### src/rtl/srm_pkg.sv
package srm_pkg;
  localparam int COARSE_W   = 5;
  localparam int FINE_W     = 6;
  localparam int CODE_W     = 10;
  localparam int PIPE_DEPTH = 3;
  localparam int SUM_W      = CODE_W + 2;
  localparam int STEP_SHIFT = FINE_W - 1;
  localparam int OVERLAP    = 1 << (FINE_W - 2);
  localparam int VCHAIN_W   = PIPE_DEPTH + 1;

  localparam logic [CODE_W-1:0]   CODE_TOP = '1;
  localparam logic [CODE_W-1:0]   CODE_BOT = '0;
  localparam logic [CODE_W-1:0]   CODE_MID = CODE_W'(1) << (CODE_W - 1);
  localparam logic [COARSE_W-1:0] COARSE_MID = COARSE_W'(1) << (COARSE_W - 1);
  localparam logic [FINE_W-1:0]   FINE_MID = FINE_W'(OVERLAP);

  typedef struct packed {
    logic [CODE_W-1:0] code;
    logic              ovr;
  } result_t;

  localparam result_t RESULT_MID = '{code: CODE_MID, ovr: 1'b0};

  // Overlap-corrected sum of the two stage codes, signed so that an
  // undershoot below zero remains visible to the clamp.
  function automatic logic signed [SUM_W-1:0] merge_sum(
    input logic [COARSE_W-1:0] coarse,
    input logic [FINE_W-1:0]   fine
  );
    logic [SUM_W-1:0] acc;
    acc = (SUM_W'(coarse) << STEP_SHIFT) + SUM_W'(fine) - SUM_W'(OVERLAP);
    return $signed(acc);
  endfunction

  // Comparator flags win over arithmetic; positive flag wins over negative.
  function automatic result_t resolve(
    input logic [COARSE_W-1:0] coarse,
    input logic [FINE_W-1:0]   fine,
    input logic                pos,
    input logic                neg
  );
    result_t r;
    logic signed [SUM_W-1:0] s;
    s = merge_sum(coarse, fine);
    if (pos) begin
      r = '{code: CODE_TOP, ovr: 1'b1};
    end else if (neg) begin
      r = '{code: CODE_BOT, ovr: 1'b1};
    end else if (s < 0) begin
      r = '{code: CODE_BOT, ovr: 1'b0};
    end else if (s > $signed(SUM_W'(CODE_TOP))) begin
      r = '{code: CODE_TOP, ovr: 1'b0};
    end else begin
      r = '{code: s[CODE_W-1:0], ovr: 1'b0};
    end
    return r;
  endfunction
endpackage

### src/rtl/srm_capture.sv
module srm_capture
  import srm_pkg::*;
(
  input  logic                clk,
  input  logic                rst_n,
  input  logic [COARSE_W-1:0] coarse_i,
  input  logic [FINE_W-1:0]   fine_i,
  input  logic                pos_i,
  input  logic                neg_i,
  output logic [COARSE_W-1:0] coarse_q,
  output logic [FINE_W-1:0]   fine_q,
  output logic                pos_q,
  output logic                neg_q
);
  always_ff @(posedge clk) begin
    if (!rst_n) begin
      coarse_q <= COARSE_MID;
      fine_q   <= FINE_MID;
      pos_q    <= 1'b0;
      neg_q    <= 1'b0;
    end else begin
      coarse_q <= coarse_i;
      fine_q   <= fine_i;
      pos_q    <= pos_i;
      neg_q    <= neg_i;
    end
  end
endmodule

### src/rtl/srm_merge_stage.sv
module srm_merge_stage
  import srm_pkg::*;
(
  input  logic                clk,
  input  logic                rst_n,
  input  logic [COARSE_W-1:0] coarse_q,
  input  logic [FINE_W-1:0]   fine_q,
  input  logic                pos_q,
  input  logic                neg_q,
  output result_t             res_q
);
  result_t res_d;

  always_comb res_d = resolve(coarse_q, fine_q, pos_q, neg_q);

  always_ff @(posedge clk) begin
    if (!rst_n) res_q <= RESULT_MID;
    else        res_q <= res_d;
  end
endmodule

### src/rtl/srm_delay_line.sv
module srm_delay_line
  import srm_pkg::*;
#(
  parameter int STAGES = PIPE_DEPTH - 1
) (
  input  logic    clk,
  input  logic    rst_n,
  input  result_t din,
  output result_t dout
);
  result_t taps [STAGES+1];

  assign taps[0] = din;

  for (genvar g = 0; g < STAGES; g++) begin : g_stage
    always_ff @(posedge clk) begin
      if (!rst_n) taps[g+1] <= RESULT_MID;
      else        taps[g+1] <= taps[g];
    end
  end

  assign dout = taps[STAGES];
endmodule

### src/rtl/srm_valid_chain.sv
module srm_valid_chain
  import srm_pkg::*;
(
  input  logic clk,
  input  logic rst_n,
  input  logic good_edge,
  output logic valid_o
);
  logic [VCHAIN_W-1:0] chain_q;

  always_ff @(posedge clk) begin
    if (!rst_n || !good_edge) chain_q <= '0;
    else                      chain_q <= {chain_q[VCHAIN_W-2:0], 1'b1};
  end

  assign valid_o = chain_q[VCHAIN_W-1];
endmodule

### src/rtl/subrange_merge_pipe.sv
module subrange_merge_pipe
  import srm_pkg::*;
(
  input  logic                clk,
  input  logic                rst_n,
  input  logic [COARSE_W-1:0] coarse_i,
  input  logic [FINE_W-1:0]   fine_i,
  input  logic                ovr_pos_i,
  input  logic                ovr_neg_i,
  input  logic                idle_i,
  input  logic                flush_n,
  output logic [CODE_W-1:0]   data_o,
  output logic                ovr_o,
  output logic                valid_o
);
  logic [COARSE_W-1:0] cap_coarse;
  logic [FINE_W-1:0]   cap_fine;
  logic                cap_pos;
  logic                cap_neg;
  result_t             merged_q;
  result_t             out_q;
  logic                good_edge;

  // An edge counts toward refilling only when the clock is running and no
  // flush is requested.
  assign good_edge = !idle_i && flush_n;

  srm_capture cap_i (
    .clk(clk), .rst_n(rst_n),
    .coarse_i(coarse_i), .fine_i(fine_i), .pos_i(ovr_pos_i), .neg_i(ovr_neg_i),
    .coarse_q(cap_coarse), .fine_q(cap_fine), .pos_q(cap_pos), .neg_q(cap_neg)
  );

  srm_merge_stage merge_i (
    .clk(clk), .rst_n(rst_n),
    .coarse_q(cap_coarse), .fine_q(cap_fine), .pos_q(cap_pos), .neg_q(cap_neg),
    .res_q(merged_q)
  );

  srm_delay_line #(.STAGES(PIPE_DEPTH - 1)) delay_i (
    .clk(clk), .rst_n(rst_n), .din(merged_q), .dout(out_q)
  );

  srm_valid_chain vchain_i (
    .clk(clk), .rst_n(rst_n), .good_edge(good_edge), .valid_o(valid_o)
  );

  assign data_o = out_q.code;
  assign ovr_o  = out_q.ovr;
endmodule

### config.mk
export PLATFORM = sky130hd
export DESIGN_NAME = subrange_merge_pipe
export DESIGN_NICKNAME = d
export VERILOG_FILES = /design/src/rtl/srm_pkg.sv /design/src/rtl/srm_capture.sv /design/src/rtl/srm_merge_stage.sv /design/src/rtl/srm_delay_line.sv /design/src/rtl/srm_valid_chain.sv /design/src/rtl/subrange_merge_pipe.sv
export SDC_FILE = /design/constraint.sdc
export NUM_CORES = 1
export LEC_CHECK = 0
export BUFFER_PORTS_ARGS = -buffer_cell sky130_fd_sc_hd__buf_2
export CAP_MARGIN = 5
export CORE_AREA = 2 2 61 63
export DETAILED_ROUTE_END_ITERATION = 6
export DIE_AREA = 0 0 63 65
export PLACE_DENSITY = 0.86
export SYNTH_ARGS = -nofsm -noshare
export SYNTH_HDL_FRONTEND = slang
export SYNTH_HIERARCHICAL = 1
export SYNTH_SLANG_ARGS = --single-unit
### constraint.sdc
create_clock -name clk -period 4.27 [get_ports clk]
set_input_delay 0.6405 -clock clk [delete_from_list [all_inputs] [get_ports clk]]
set_output_delay 0.6405 -clock clk [all_outputs]
set_load 0.02 [all_outputs]
==> summary.log, run 1 <==
[run_status] run status finished clean
[power_and_ir_drop] Combinational Power Share 0.114
[worst_setup_path] WS Path Type reg2reg
[clock_network] Clock Tree Buf Depth 2
[worst_setup_path] Worst Setup End Kind flip-flop
[power_and_ir_drop] internal power 0.601 mW
[yosys] Post-Synthesis Cells 167
[detailed_routing] number of design rule violations left after detail routing 0
[final_layout] area grow syn2layout 7.37%
[final_layout] storage element area 1000 um^2
[worst_setup_path] Worst Setup Start Kind flip-flop
[power_and_ir_drop] Seq pwr share 0.644
[final_layout] area of the multi-input gates 639 um^2
[worst_setup_path] most frequent cell on the critical path sky130_fd_sc_hd__inv_1
[sta] final setup violating endpoints 0
[placed_design] number of buffers inserted by port buffering 28
[floorplanning] IO Count 29
[final_layout] Antenna Diode Count 0
[yosys] top cells by area, synth sky130_fd_sc_hd__dfxtp_1 55%, sky130_fd_sc_hd__and2_2 6.2%, sky130_fd_sc_hd__ha_1 6.2%
[worst_setup_path] cell with the biggest individual delay on the critical path sky130_fd_sc_hd__a2111oi_0
[yosys] number of distinct library cells after synthesis 30
[floorplanning] die boundary height 65 um
[yosys] post-synthesis register bit count 50
[power_and_ir_drop] total power consumption of the routed design 0.784 mW
[grt] number of antenna violations at the first check in global routing 0
[detailed_routing] Final Routed Wirelength 2.02 mm
[floorplanning] initial core utilization 0.519
[detailed_routing] DR vias 1,034
[worst_setup_path] minimum setup slack among reg-to-reg paths 1.59 ns
[sta] pins over their slew limit 0
[sta] worst slew slack as a fraction of its limit 0.620
[floorplanning] die width 63 um
[power_and_ir_drop] Static Leakage 0.914 nW
[detailed_routing] number of iterations in the first detailed-routing pass 4
[placed_design] GPL Wtd Cong 0.774
[sta] Max Freq 373 MHz
[yosys] largest area contributor in the netlist sky130_fd_sc_hd__dfxtp_1
[yosys] post-synthesis net count 194
[clock_network] TritonCTS clock tree yes
[sta] period utilization 0.628
[sta] Tightest Pin Transition 0.556 ns
[power_and_ir_drop] Power Dens Cells 402 nW/um^2
[detailed_routing] routed wire length per instance 8.57 um
[floorplanning] num rows 22
[grt] global-route wire length before repair 3.55 mm
[worst_setup_path] CP top delay family compound AO/OA/AOI/OAI gates
[sta] Post-Route Setup TNS 0 ns
[placed_design] hpwl dp 1.46 mm
[power_and_ir_drop] power dissipated by switching net loads 0.183 mW
[floorplanning] Placeable Area 3500 um^2
[final_layout] commonest cells after routing, fill and taps aside 50 x sky130_fd_sc_hd__dfxtp_1, 28 x sky130_fd_sc_hd__buf_2, 17 x sky130_fd_sc_hd__and2_1, 16 x sky130_fd_sc_hd__inv_1, 15 x sky130_fd_sc_hd__and2_2
[worst_setup_path] critical path arrival 2.96 ns
[power_and_ir_drop] net switching fraction of the power 0.233
[yosys] commonest register cell after synthesis sky130_fd_sc_hd__dfxtp_1
[yosys] area of the mapped netlist 1820 um^2
[worst_setup_path] CP cell instances inv_1 -> ha_1 -> inv_1 -> ha_1 -> inv_1 -> fa_1 -> nand2b_1 -> a2111oi_0 -> o21ai_1 -> a21oi_1
[clock_network] hold buffers post-CTS 0
[clock_network] post-CTS clock slew at the launch and capture registers of the worst setup and hold paths 0.12 ns
[detailed_routing] post-DR vias/cell 4.40
[yosys] Yosys warning count 6
[power_and_ir_drop] clock network power share 0.242
[clock_network] maximum level of the CTS H-tree 2
[sta] Final Hold Violating Endpoints 0
[final_layout] most common cell after layout, fill and taps aside sky130_fd_sc_hd__dfxtp_1
[sta] setup repair after global routing missed its margin false
[detailed_routing] first-iteration detailed-routing DRC count 29
[floorplanning] Die Outline Area 4100 um^2
[clock_network] CTS Root Buffer Type sky130_fd_sc_hd__clkbuf_4
[final_layout] post-layout net count 214
[final_layout] number of filler cells placed in the layout 338
[clock_network] total clock buffers created by CTS 5
[worst_setup_path] longest individual stage delay on the worst path 0.51 ns
[yosys] top-area cell type share of the netlist area 0.551
[worst_setup_path] Worst EP required 4.55 ns
[clock_network] number of setup buffers added after CTS 0
[grt] maximum number of pins on one net before global-route repair 43
[clock_network] CTS sink cnt 50
[power_and_ir_drop] peak ir drop on the vdd network 0.196 mV
[worst_setup_path] number of buffers and inverters on the critical path 3
[clock_network] Clk Latency, worst-skew pair 0.35 ns
[yosys] sequential area share after synthesis 0.551
[sta] clock period minus worst slack 2.68 ns
[clock_network] total of cells resized after clock tree synthesis 0
[worst_setup_path] critical-path maximum fanout 9
[detailed_routing] antenna violation net count after detailed routing 0
[yosys] number of flops mapped to enable cells by yosys 0
[sta] setup skew after layout 0.00571 ns
[grt] global routing usage summed across all routing layers 0.117
[yosys] Mapped Avg Cell Area 10.9 um^2
[flow_run] Max Cap Violations 0
[final_layout] proportion of layout cells with a drive suffix above 1 0.278
[grt] number of global-route vias before repair 903
[grt] total congestion overflow 0
[yosys] async set-reset flop share out of synthesis 0
[min_path] worst min-delay path category reg2reg
## area by class of cell
class / instances / share of cell area
sequential: 50 / 0.513
clock buffer: 6 / 0.0212
tap: 48 / 0.0308
inverter: 16 / 0.0308
clock inverter: 1 / 0.00385
timing repair buffer: 28 / 0.0719
multi-input combinational: 86 / 0.328
## state kept, by name, summed over array words and instances (netlist names)
register,flops
delay_i/dout,11
cap_i/fine_q,6
delay_i/taps,11
cap_i/coarse_q,5
vchain_i/chain_q,4
cap_i/pos_q,1
cap_i/neg_q,1
merge_i/res_q,11
## power groups by stage
| stage | logic (mW) | clock network (mW) | registers (mW) |
|---|---|---|---|
| floorplan | 0.0773 | 0 | 0.515 |
| global placement | 0.0863 | 0 | 0.516 |
| detailed placement | 0.0893 | 0 | 0.517 |
| CTS | 0.0899 | 0.198 | 0.506 |
| global route | 0.101 | 0.220 | 0.509 |
| finish | 0.0891 | 0.190 | 0.505 |
## path summary, 6_finish.rpt
| path | from | to | depth (start not counted) |
|---|---|---|---|
| worst min register to register | merge_i/res_q[10] | delay_i/taps[21] | 1 |
| worst max register to register | cap_i/coarse_q[0] | merge_i/res_q[8] | 10 |
| worst min-delay path | merge_i/res_q[10] | delay_i/taps[21] | 1 |
| worst max-delay path | cap_i/coarse_q[0] | merge_i/res_q[8] | 10 |
## per-layer routing
metal,global-route usage,wire length (um),vias to the layer above
met1,0.102,873,443
met3,0.0573,130,6
met4,0.0750,61,0
met5,0,0,-
met2,0.210,950,29
li1,-,-,556
## cells by family after synthesis
family	after synthesis	share of synthesized area
AO/OA/AOI/OAI	20	0.0682
AND/OR/NAND/NOR	53	0.196
XOR/XNOR	3	0.0145
adder cells (fa/ha/maj)	10	0.0731
flip-flops	50	0.551
buffers and inverters	31	0.0965
## cells in the mapped netlist (2+ instances only)
| cell | n |
|---|---|
| sky130_fd_sc_hd__nor3_1 | 2 |
| sky130_fd_sc_hd__o21ai_0 | 2 |
| sky130_fd_sc_hd__and3_1 | 3 |
| sky130_fd_sc_hd__and2_2 | 15 |
| sky130_fd_sc_hd__nor2_1 | 5 |
| sky130_fd_sc_hd__a21oi_1 | 11 |
| sky130_fd_sc_hd__buf_4 | 11 |
| sky130_fd_sc_hd__clkbuf_2 | 2 |
| sky130_fd_sc_hd__and2_1 | 17 |
| sky130_fd_sc_hd__inv_1 | 16 |
| sky130_fd_sc_hd__xor2_1 | 3 |
| sky130_fd_sc_hd__or2b_1 | 2 |
| sky130_fd_sc_hd__ha_1 | 9 |
| sky130_fd_sc_hd__nand2b_1 | 3 |
| sky130_fd_sc_hd__dfxtp_1 | 50 |
| sky130_fd_sc_hd__buf_6 | 2 |
## per-stage QoR
stage,utilization,cells,hold slack (ns),setup slack (ns),instance area (um^2)
floorplan,-,167,0.385,1.89,1820
global placement,0.544,228,0.389,1.75,1900
detailed placement,0.544,228,0.391,1.60,1900
CTS,0.558,235,0.416,1.57,1950
global route,0.558,235,0.412,1.30,1950
finish,0.558,235,0.411,1.59,1950
(Power assumes the default switching activity.)
==> run 2, diff against run 1 <==
--- a/config.mk
+++ b/config.mk
@@ -5,12 +5,13 @@
 export SDC_FILE = /design/constraint.sdc
 export NUM_CORES = 1
 export LEC_CHECK = 0
+export ABC_AREA = 1
 export BUFFER_PORTS_ARGS = -buffer_cell sky130_fd_sc_hd__buf_2
 export CAP_MARGIN = 5
-export CORE_AREA = 2 2 61 63
+export CORE_AREA = 2 2 66 68
 export DETAILED_ROUTE_END_ITERATION = 6
-export DIE_AREA = 0 0 63 65
-export PLACE_DENSITY = 0.86
+export DIE_AREA = 0 0 68 70
+export PLACE_DENSITY = 0.81
 export SYNTH_ARGS = -nofsm -noshare
 export SYNTH_HDL_FRONTEND = slang
 export SYNTH_HIERARCHICAL = 1
==> constraint.sdc (replaced) <==
create_clock -name clk -period 2.35 [get_ports clk]
set_input_delay 0.3525 -clock clk [delete_from_list [all_inputs] [get_ports clk]]
set_output_delay 0.3525 -clock clk [all_outputs]
set_load 0.02 [all_outputs]
==> run 2 against run 1 <==
Net effect: critical path type unchanged; largest power group unchanged; first-iteration DRC count grew to 3.0 times the previous value; critical endpoint is now merge_i/res_q[5]; combinational power is 120% higher; largest cell class unchanged; final cell count is 29% higher.
==> summary.log, run 2 <==
[worst_setup_path] Reg-to-Reg End merge_i/res_q[5]
[grt] number of antenna violations at the first check in global routing 0
[detailed_routing] antenna violation net count after detailed routing 0
[detailed_routing] number of design rule violations left after detail routing 0
[worst_setup_path] longest individual stage delay on the worst path 0.41 ns
[worst_setup_path] CP top delay family adder cells
[floorplanning] num rows 24
[clock_network] maximum level of the CTS H-tree 2
[detailed_routing] Final Routed Wirelength 2.31 mm
[placed_design] instance area at placement 2010 um^2
[yosys] dominant combinational cell family by area after synthesis buffers and inverters
[power_and_ir_drop] peak ir drop on the vdd network 0.422 mV
[floorplanning] Die Outline Area 4760 um^2
[clock_network] post-CTS clock slew at the launch and capture registers of the worst setup and hold paths 0.08 ns
[worst_setup_path] number of buffers and inverters on the critical path 4
[worst_setup_path] critical-path maximum fanout 10
[floorplanning] Placeable Area 4140 um^2
[power_and_ir_drop] total power consumption of the routed design 1.68 mW
[grt] maximum number of pins on one net before global-route repair 39
[yosys] async set-reset flop share out of synthesis 0
[yosys] area of the mapped netlist 1920 um^2
[sta] setup repair after global routing missed its margin false
[sta] Post-Route Setup TNS 0 ns
[worst_setup_path] WS Path Type reg2reg
[grt] total congestion overflow 0
[yosys] Post-Synthesis Cells 230
[detailed_routing] first-iteration detailed-routing DRC count 88
[sta] clock period minus worst slack 2.17 ns
[worst_setup_path] source of the worst register-to-register timing path cap_i/coarse_q[0]
[clock_network] Clock Tree Buf Depth 2
[yosys] post-synthesis net count 257
[detailed_routing] detailed-route wire length on metal 1 1.02 mm
[power_and_ir_drop] Static Leakage 1.27 nW
[min_path] hold path endpoint cap_i/fine_q[4]
[sta] Final Hold Violating Endpoints 0
[final_layout] area grow syn2layout 10.1%
[yosys] share of synthesized cell area in full adder, half adder and majority cells 0.0689
[sta] period utilization 0.925
[yosys] xor/xnor cell area share of the yosys netlist 0.00910
[yosys] number of flops mapped to enable cells by yosys 0
[detailed_routing] length of routed met2 wiring 1.06 mm
[grt] number of global-route vias before repair 1,101
[detailed_routing] number of iterations in the first detailed-routing pass 4
[worst_setup_path] Worst Reg2Reg Path Length in Cells 14
[run_status] run status finished clean
[clock_network] Clk Latency, worst-skew pair 0.29 ns
[min_path] HP Start fine_i[4]
[final_layout] proportion of layout cells with a drive suffix above 1 0.195
[yosys] top-area cell type share of the netlist area 0.520
[floorplanning] die boundary height 70 um
[worst_setup_path] Worst Setup Start Kind flip-flop
[placed_design] hpwl dp 1.65 mm
[clock_network] CTS sink cnt 50
[worst_setup_path] Worst EP required 2.57 ns
[power_and_ir_drop] Power Dens Cells 793 nW/um^2
[clock_network] CTS Root Buffer Type sky130_fd_sc_hd__clkbuf_8
[flow_run] Max Cap Violations 0
[yosys] Mapped Avg Cell Area 8.37 um^2
[worst_setup_path] Worst Setup End Kind flip-flop
[worst_setup_path] minimum setup slack among reg-to-reg paths 0.18 ns
[clock_network] hold buffers post-CTS 0
[yosys] multiplexer share of the synthesized area 0
[worst_setup_path] most frequent cell on the critical path sky130_fd_sc_hd__nand2_1
[worst_setup_path] CP cell instances inv_1 -> ha_1 -> inv_1 -> ha_1 -> inv_1 -> fa_1 -> nand3b_1 -> nand2_1 -> nand2_1 -> nand2_1 -> nand2_1 -> inv_4 -> nand2_1 -> a21oi_1
[yosys] Yosys warning count 6
[final_layout] Antenna Diode Count 0
[yosys] post-synthesis simple-gate area fraction 0.178
[worst_setup_path] critical path arrival 2.39 ns
[sta] worst slew slack as a fraction of its limit 0.581
[placed_design] number of buffers inserted by port buffering 28
[sta] setup skew after layout 0.00418 ns
[grt] global routing usage summed across all routing layers 0.115
[detailed_routing] met3 routed wirelength 150 um
[detailed_routing] uppermost signal routing layer after detailed routing met4
[sta] Tightest Pin Transition 0.629 ns
[worst_setup_path] cell with the biggest individual delay on the critical path sky130_fd_sc_hd__fa_1
[clock_network] number of setup buffers added after CTS 0
[clock_network] TritonCTS clock tree yes
[yosys] largest area contributor in the netlist sky130_fd_sc_hd__dfxtp_1
[final_layout] commonest cells after routing, fill and taps aside 56 x sky130_fd_sc_hd__inv_1, 56 x sky130_fd_sc_hd__nand2_1, 50 x sky130_fd_sc_hd__dfxtp_1, 28 x sky130_fd_sc_hd__buf_2, 12 x sky130_fd_sc_hd__nand3_1
[yosys] sequential area share after synthesis 0.520
[yosys] commonest register cell after synthesis sky130_fd_sc_hd__dfxtp_1
[final_layout] design area 2120 um^2
[floorplanning] IO Count 29
[yosys] top cells by area, synth sky130_fd_sc_hd__dfxtp_1 52%, sky130_fd_sc_hd__inv_1 11%, sky130_fd_sc_hd__nand2_1 11%
[final_layout] post-layout net count 277
[detailed_routing] post-DR vias/cell 4.08
[sta] final setup violating endpoints 0
[detailed_routing] DR vias 1,236
[placed_design] GPL Wtd Cong 0.833
[yosys] post-synthesis register bit count 50
[min_path] worst min-delay path category in2reg
[floorplanning] initial core utilization 0.464
[floorplanning] die width 68 um
[yosys] Synth top cells by count 56 x sky130_fd_sc_hd__inv_1, 56 x sky130_fd_sc_hd__nand2_1, 50 x sky130_fd_sc_hd__dfxtp_1, 12 x sky130_fd_sc_hd__nand3_1, 11 x sky130_fd_sc_hd__buf_4
[min_path] number of cells traversed by the worst hold path 3
[detailed_routing] routed wire length per instance 7.62 um
[sta] Max Freq 460 MHz
[grt] global-route wire length before repair 4.12 mm
[clock_network] total clock buffers created by CTS 5
[sta] pins over their slew limit 0
[clock_network] total of cells resized after clock tree synthesis 0
[yosys] compound-gate portion of the synthesized area 0.0390
[yosys] number of distinct library cells after synthesis 21
[run 2: cell count changes in the layout (fill, tap and decap cells not counted), moves of 3 or more]
cell,before,now
sky130_fd_sc_hd__inv_1,16,56
sky130_fd_sc_hd__and2_2,15,0
sky130_fd_sc_hd__nand3_1,0,12
sky130_fd_sc_hd__and3_1,3,0
sky130_fd_sc_hd__clkbuf_4,5,0
sky130_fd_sc_hd__clkbuf_8,0,5
sky130_fd_sc_hd__and2_1,17,0
sky130_fd_sc_hd__nand2b_1,3,0
sky130_fd_sc_hd__nand2_1,0,56
sky130_fd_sc_hd__inv_2,0,5
[run 2: layout make-up]
type	instances	area, um^2
sequential	50	1000
fill	385	2020
tap	52	65.1
multi-input combinational	103	568
inverter	62	235
clock inverter	2	37.5
clock buffer	6	72.6
timing repair buffer	28	140
[run 2: metal layers]
layer / vias to the layer above / GRT usage
met1: 506 / 0.130
met2: 35 / 0.176
met3: 9 / 0.0338
met4: 0 / 0.0911
met5: - / 0
li1: 686 / -
[run 2: worst max-delay path by stage]
stage	from	to	slack, ns	depth (start not counted)
floorplan	cap_i/coarse_q[0]	merge_i/res_q[4]	0.36	14
global placement	cap_i/coarse_q[0]	merge_i/res_q[1]	0.29	14
detailed placement	cap_i/coarse_q[0]	merge_i/res_q[5]	0.22	14
CTS	cap_i/coarse_q[0]	merge_i/res_q[5]	0.19	14
global route	cap_i/coarse_q[0]	merge_i/res_q[1]	0.006	14
finish	cap_i/coarse_q[0]	merge_i/res_q[5]	0.18	14
[run 2: worst reg2reg max path, cell delays in order, from the launching register on]
cell and delay, ns:
sky130_fd_sc_hd__dfxtp_1 0.32, sky130_fd_sc_hd__inv_1 0.04, sky130_fd_sc_hd__ha_1 0.27, sky130_fd_sc_hd__inv_1 0.08
sky130_fd_sc_hd__ha_1 0.16, sky130_fd_sc_hd__inv_1 0.06, sky130_fd_sc_hd__fa_1 0.41, sky130_fd_sc_hd__nand3b_1 0.17
sky130_fd_sc_hd__nand2_1 0.11, sky130_fd_sc_hd__nand2_1 0.06, sky130_fd_sc_hd__nand2_1 0.06, sky130_fd_sc_hd__nand2_1 0.08
sky130_fd_sc_hd__inv_4 0.10, sky130_fd_sc_hd__nand2_1 0.07, sky130_fd_sc_hd__a21oi_1 0.14
[run 2: cells by family after synthesis]
group                    count (synthesis)
AND/OR/NAND/NOR                         79
buffers and inverters                   77
flip-flops                              50
AO/OA/AOI/OAI                           12
adder cells (fa/ha/maj)                 10
XOR/XNOR                                 2
[run 2: through the flow]
stage,worst slack (ns),util,instances,hold slack (ns)
4_1_cts,0.194,0.511,303,0.216
2_1_floorplan,0.364,-,230,0.380
6_report,0.175,0.511,303,0.226
3_3_place_gp,0.290,0.485,295,0.387
5_1_grt,0.00596,0.511,303,0.224
3_5_place_dp,0.222,0.485,295,0.388
[run 2: report_power, final]
part	leakage (nW)	internal, mW	switching [mW]
Sequential	0.412	0.898	0.0137
Combinational	0.809	0.0762	0.117
Clock	0.0514	0.317	0.259
Total	1.27	1.29	0.390
==> run 3, diff against run 2 <==
--- a/config.mk
+++ b/config.mk
@@ -5,14 +5,14 @@
 export SDC_FILE = /design/constraint.sdc
 export NUM_CORES = 1
 export LEC_CHECK = 0
-export ABC_AREA = 1
 export BUFFER_PORTS_ARGS = -buffer_cell sky130_fd_sc_hd__buf_2
 export CAP_MARGIN = 5
-export CORE_AREA = 2 2 66 68
+export CORE_AREA = 2 2 64 66
 export DETAILED_ROUTE_END_ITERATION = 6
-export DIE_AREA = 0 0 68 70
-export PLACE_DENSITY = 0.81
+export DIE_AREA = 0 0 66 68
+export PLACE_DENSITY = 0.82
 export SYNTH_ARGS = -nofsm -noshare
 export SYNTH_HDL_FRONTEND = slang
 export SYNTH_HIERARCHICAL = 1
 export SYNTH_SLANG_ARGS = --single-unit
+export TNS_END_PERCENT = 1
==> run 3 against run 2 <==
Net effect: clock power shrank 19%; non-clock buffer count grew 3; clock-buffer cell count is the same; sequential cell count is the same; routed wire length shrank 3.5%; hold slack gained 0.0036 ns; maximum frequency shrank 3.1%; global-route usage shrank 0.68 points; final area shrank 2.7%; combinational power shrank 4%.
==> summary.log, run 3 (synthesis results as in run 1) <==
[run_status] run status finished clean
[worst_setup_path] Worst Setup Start Kind flip-flop
[floorplanning] initial core utilization 0.471
[placed_design] placed cell count 233
[sta] period utilization 0.954
[worst_setup_path] Worst Setup End Kind flip-flop
[detailed_routing] DR vias 1,073
[clock_network] total clock buffers created by CTS 5
[worst_setup_path] Worst EP required 2.58 ns
[floorplanning] num rows 23
[sta] Final Hold Violating Endpoints 0
[sta] clock period minus worst slack 2.24 ns
[placed_design] Placement Setup Slack -0.120 ns
[sta] Max Freq 446 MHz
[final_layout] most common cell after layout, fill and taps aside sky130_fd_sc_hd__dfxtp_1
[final_layout] number of filler cells placed in the layout 350
[clock_network] number of setup buffers added after CTS 0
[grt] global routing usage summed across all routing layers 0.108
[sta] final setup violating endpoints 0
[floorplanning] Die Outline Area 4490 um^2
[power_and_ir_drop] Combinational Power Share 0.118
[power_and_ir_drop] Power Dens Cells 761 nW/um^2
[power_and_ir_drop] net switching fraction of the power 0.234
[detailed_routing] number of iterations in the first detailed-routing pass 5
[grt] maximum number of pins on one net before global-route repair 43
[clock_network] post-CTS clock slew at the launch and capture registers of the worst setup and hold paths 0.08 ns
[placed_design] hpwl dp 1.48 mm
[detailed_routing] post-DR vias/cell 4.43
[power_and_ir_drop] power dissipated by switching net loads 0.367 mW
[sta] setup skew after layout 0.00469 ns
[grt] global-route wire length before repair 3.52 mm
[sta] worst slew slack as a fraction of its limit 0.645
[power_and_ir_drop] clock network power share 0.297
[worst_setup_path] WS Path Type reg2reg
[clock_network] TritonCTS clock tree yes
[min_path] worst min-delay path category in2reg
[floorplanning] die width 66 um
[worst_setup_path] critical-path maximum fanout 3
[clock_network] maximum level of the CTS H-tree 2
[sta] Worst Hold Margin 0.230 ns
[sta] post-route setup slack 0.107 ns
[final_layout] proportion of layout cells with a drive suffix above 1 0.323
[clock_network] CTS Root Buffer Type sky130_fd_sc_hd__clkbuf_8
[final_layout] non-filler instance count after layout 242
[power_and_ir_drop] peak ir drop on the vdd network 0.335 mV
[clock_network] Clock Tree Buf Depth 2
[placed_design] number of buffers inserted by port buffering 28
[detailed_routing] antenna violation net count after detailed routing 0
[sta] pins over their slew limit 0
[grt] total congestion overflow 0
[final_layout] design area 2060 um^2
[flow_run] Max Cap Violations 0
[sta] Tightest Pin Transition 0.532 ns
[detailed_routing] Final Routed Wirelength 2.23 mm
[worst_setup_path] critical path arrival 2.47 ns
[final_layout] post-layout net count 218
[power_and_ir_drop] internal power 1.20 mW
[detailed_routing] number of design rule violations left after detail routing 0
[floorplanning] Placeable Area 3860 um^2
[clock_network] Clk Latency, worst-skew pair 0.30 ns
[sta] Post-Route Setup TNS 0 ns
[placed_design] instance area at placement 1930 um^2
[grt] number of antenna violations at the first check in global routing 0
[worst_setup_path] minimum setup slack among reg-to-reg paths 0.11 ns
[detailed_routing] routed wire length per instance 9.21 um
[final_layout] Antenna Diode Count 0
[floorplanning] IO Count 29
[clock_network] CTS sink cnt 50
[final_layout] area grow syn2layout 13.6%
[power_and_ir_drop] Static Leakage 0.957 nW
[grt] number of global-route vias before repair 887
[final_layout] commonest cells after routing, fill and taps aside 50 x sky130_fd_sc_hd__dfxtp_1, 28 x sky130_fd_sc_hd__buf_2, 17 x sky130_fd_sc_hd__and2_1, 15 x sky130_fd_sc_hd__and2_2, 15 x sky130_fd_sc_hd__inv_1
[placed_design] GPL Wtd Cong 0.814
[detailed_routing] first-iteration detailed-routing DRC count 45
[floorplanning] die boundary height 68 um
[power_and_ir_drop] Seq pwr share 0.586
==> run 3: cell count changes in the layout (fill, tap and decap cells not counted), sizes merged, moves of 4 or more <==
cell   previous run  this run
o21ai             0         4
nand3            14         0
and2              0        32
nand2            58         0
inv              62        16
==> run 3: power by group through the flow <==
stage               Combinational (mW)  Clock, mW  Sequential [mW]
finish                           0.185      0.465            0.919
global route                     0.208      0.524            0.925
CTS                              0.173      0.486            0.918
detailed placement               0.169          0            0.938
global placement                 0.163          0            0.937
floorplan                        0.141          0            0.935
==> run 3: final timing paths <==
path / from / end / depth (start not counted)
min reg2reg: delay_i/taps[21] / delay_i/dout[10] / 1
max: cap_i/fine_q[5] / merge_i/res_q[10] / 11
min: fine_i[4] / cap_i/fine_q[4] / 2
max reg2reg: cap_i/fine_q[5] / merge_i/res_q[10] / 11
==> run 3: metrics by stage <==
stage,power (mW),util
after floorplan,1.08,-
after global placement,1.10,0.500
after detailed placement,1.11,0.500
after CTS,1.58,0.524
after global routing,1.66,0.535
final,1.57,0.535
==> run 3: worst max-delay path: stages, from the launching register on <==
cell and delay, ns:
sky130_fd_sc_hd__dfxtp_1 0.32, sky130_fd_sc_hd__inv_1 0.04, sky130_fd_sc_hd__ha_1 0.29, sky130_fd_sc_hd__inv_2 0.08, sky130_fd_sc_hd__ha_4 0.12, sky130_fd_sc_hd__inv_1 0.05
sky130_fd_sc_hd__fa_2 0.33, sky130_fd_sc_hd__nand2b_4 0.16, sky130_fd_sc_hd__a2111oi_4 0.42, sky130_fd_sc_hd__buf_4 0.18, sky130_fd_sc_hd__nor3_1 0.05, sky130_fd_sc_hd__a31oi_2 0.14
==> run 3: what timing repair did <==
item / 4_1_cts / 5_1_grt
resized for setup: 2 / 6
hold buffers: 0 / 0
pin swaps: 0 / 4
gates cloned: 0 / 1
setup endpoints to repair: 10 / 10
==> run 3: cell type report <==
class / count / area [um^2] / share of cell area
Timing Repair Buffer: 31 / 163 / 0.0789
Sequential cell: 50 / 1000 / 0.485
Inverter: 16 / 60.1 / 0.0291
Clock buffer: 6 / 72.6 / 0.0352
Multi-Input combinational cell: 87 / 689 / 0.334
Tap cell: 50 / 62.6 / 0.0303
Clock inverter: 2 / 13.8 / 0.00667
==> run 3: routing by layer <==
layer | vias up | part of all wire | track usage
met5 | - | 0 | 0
met4 | 0 | 0.035 | 0.0765
met3 | 7 | 0.057 | 0.0493
met2 | 30 | 0.49 | 0.179
met1 | 468 | 0.42 | 0.109
li1 | 568 | - | -
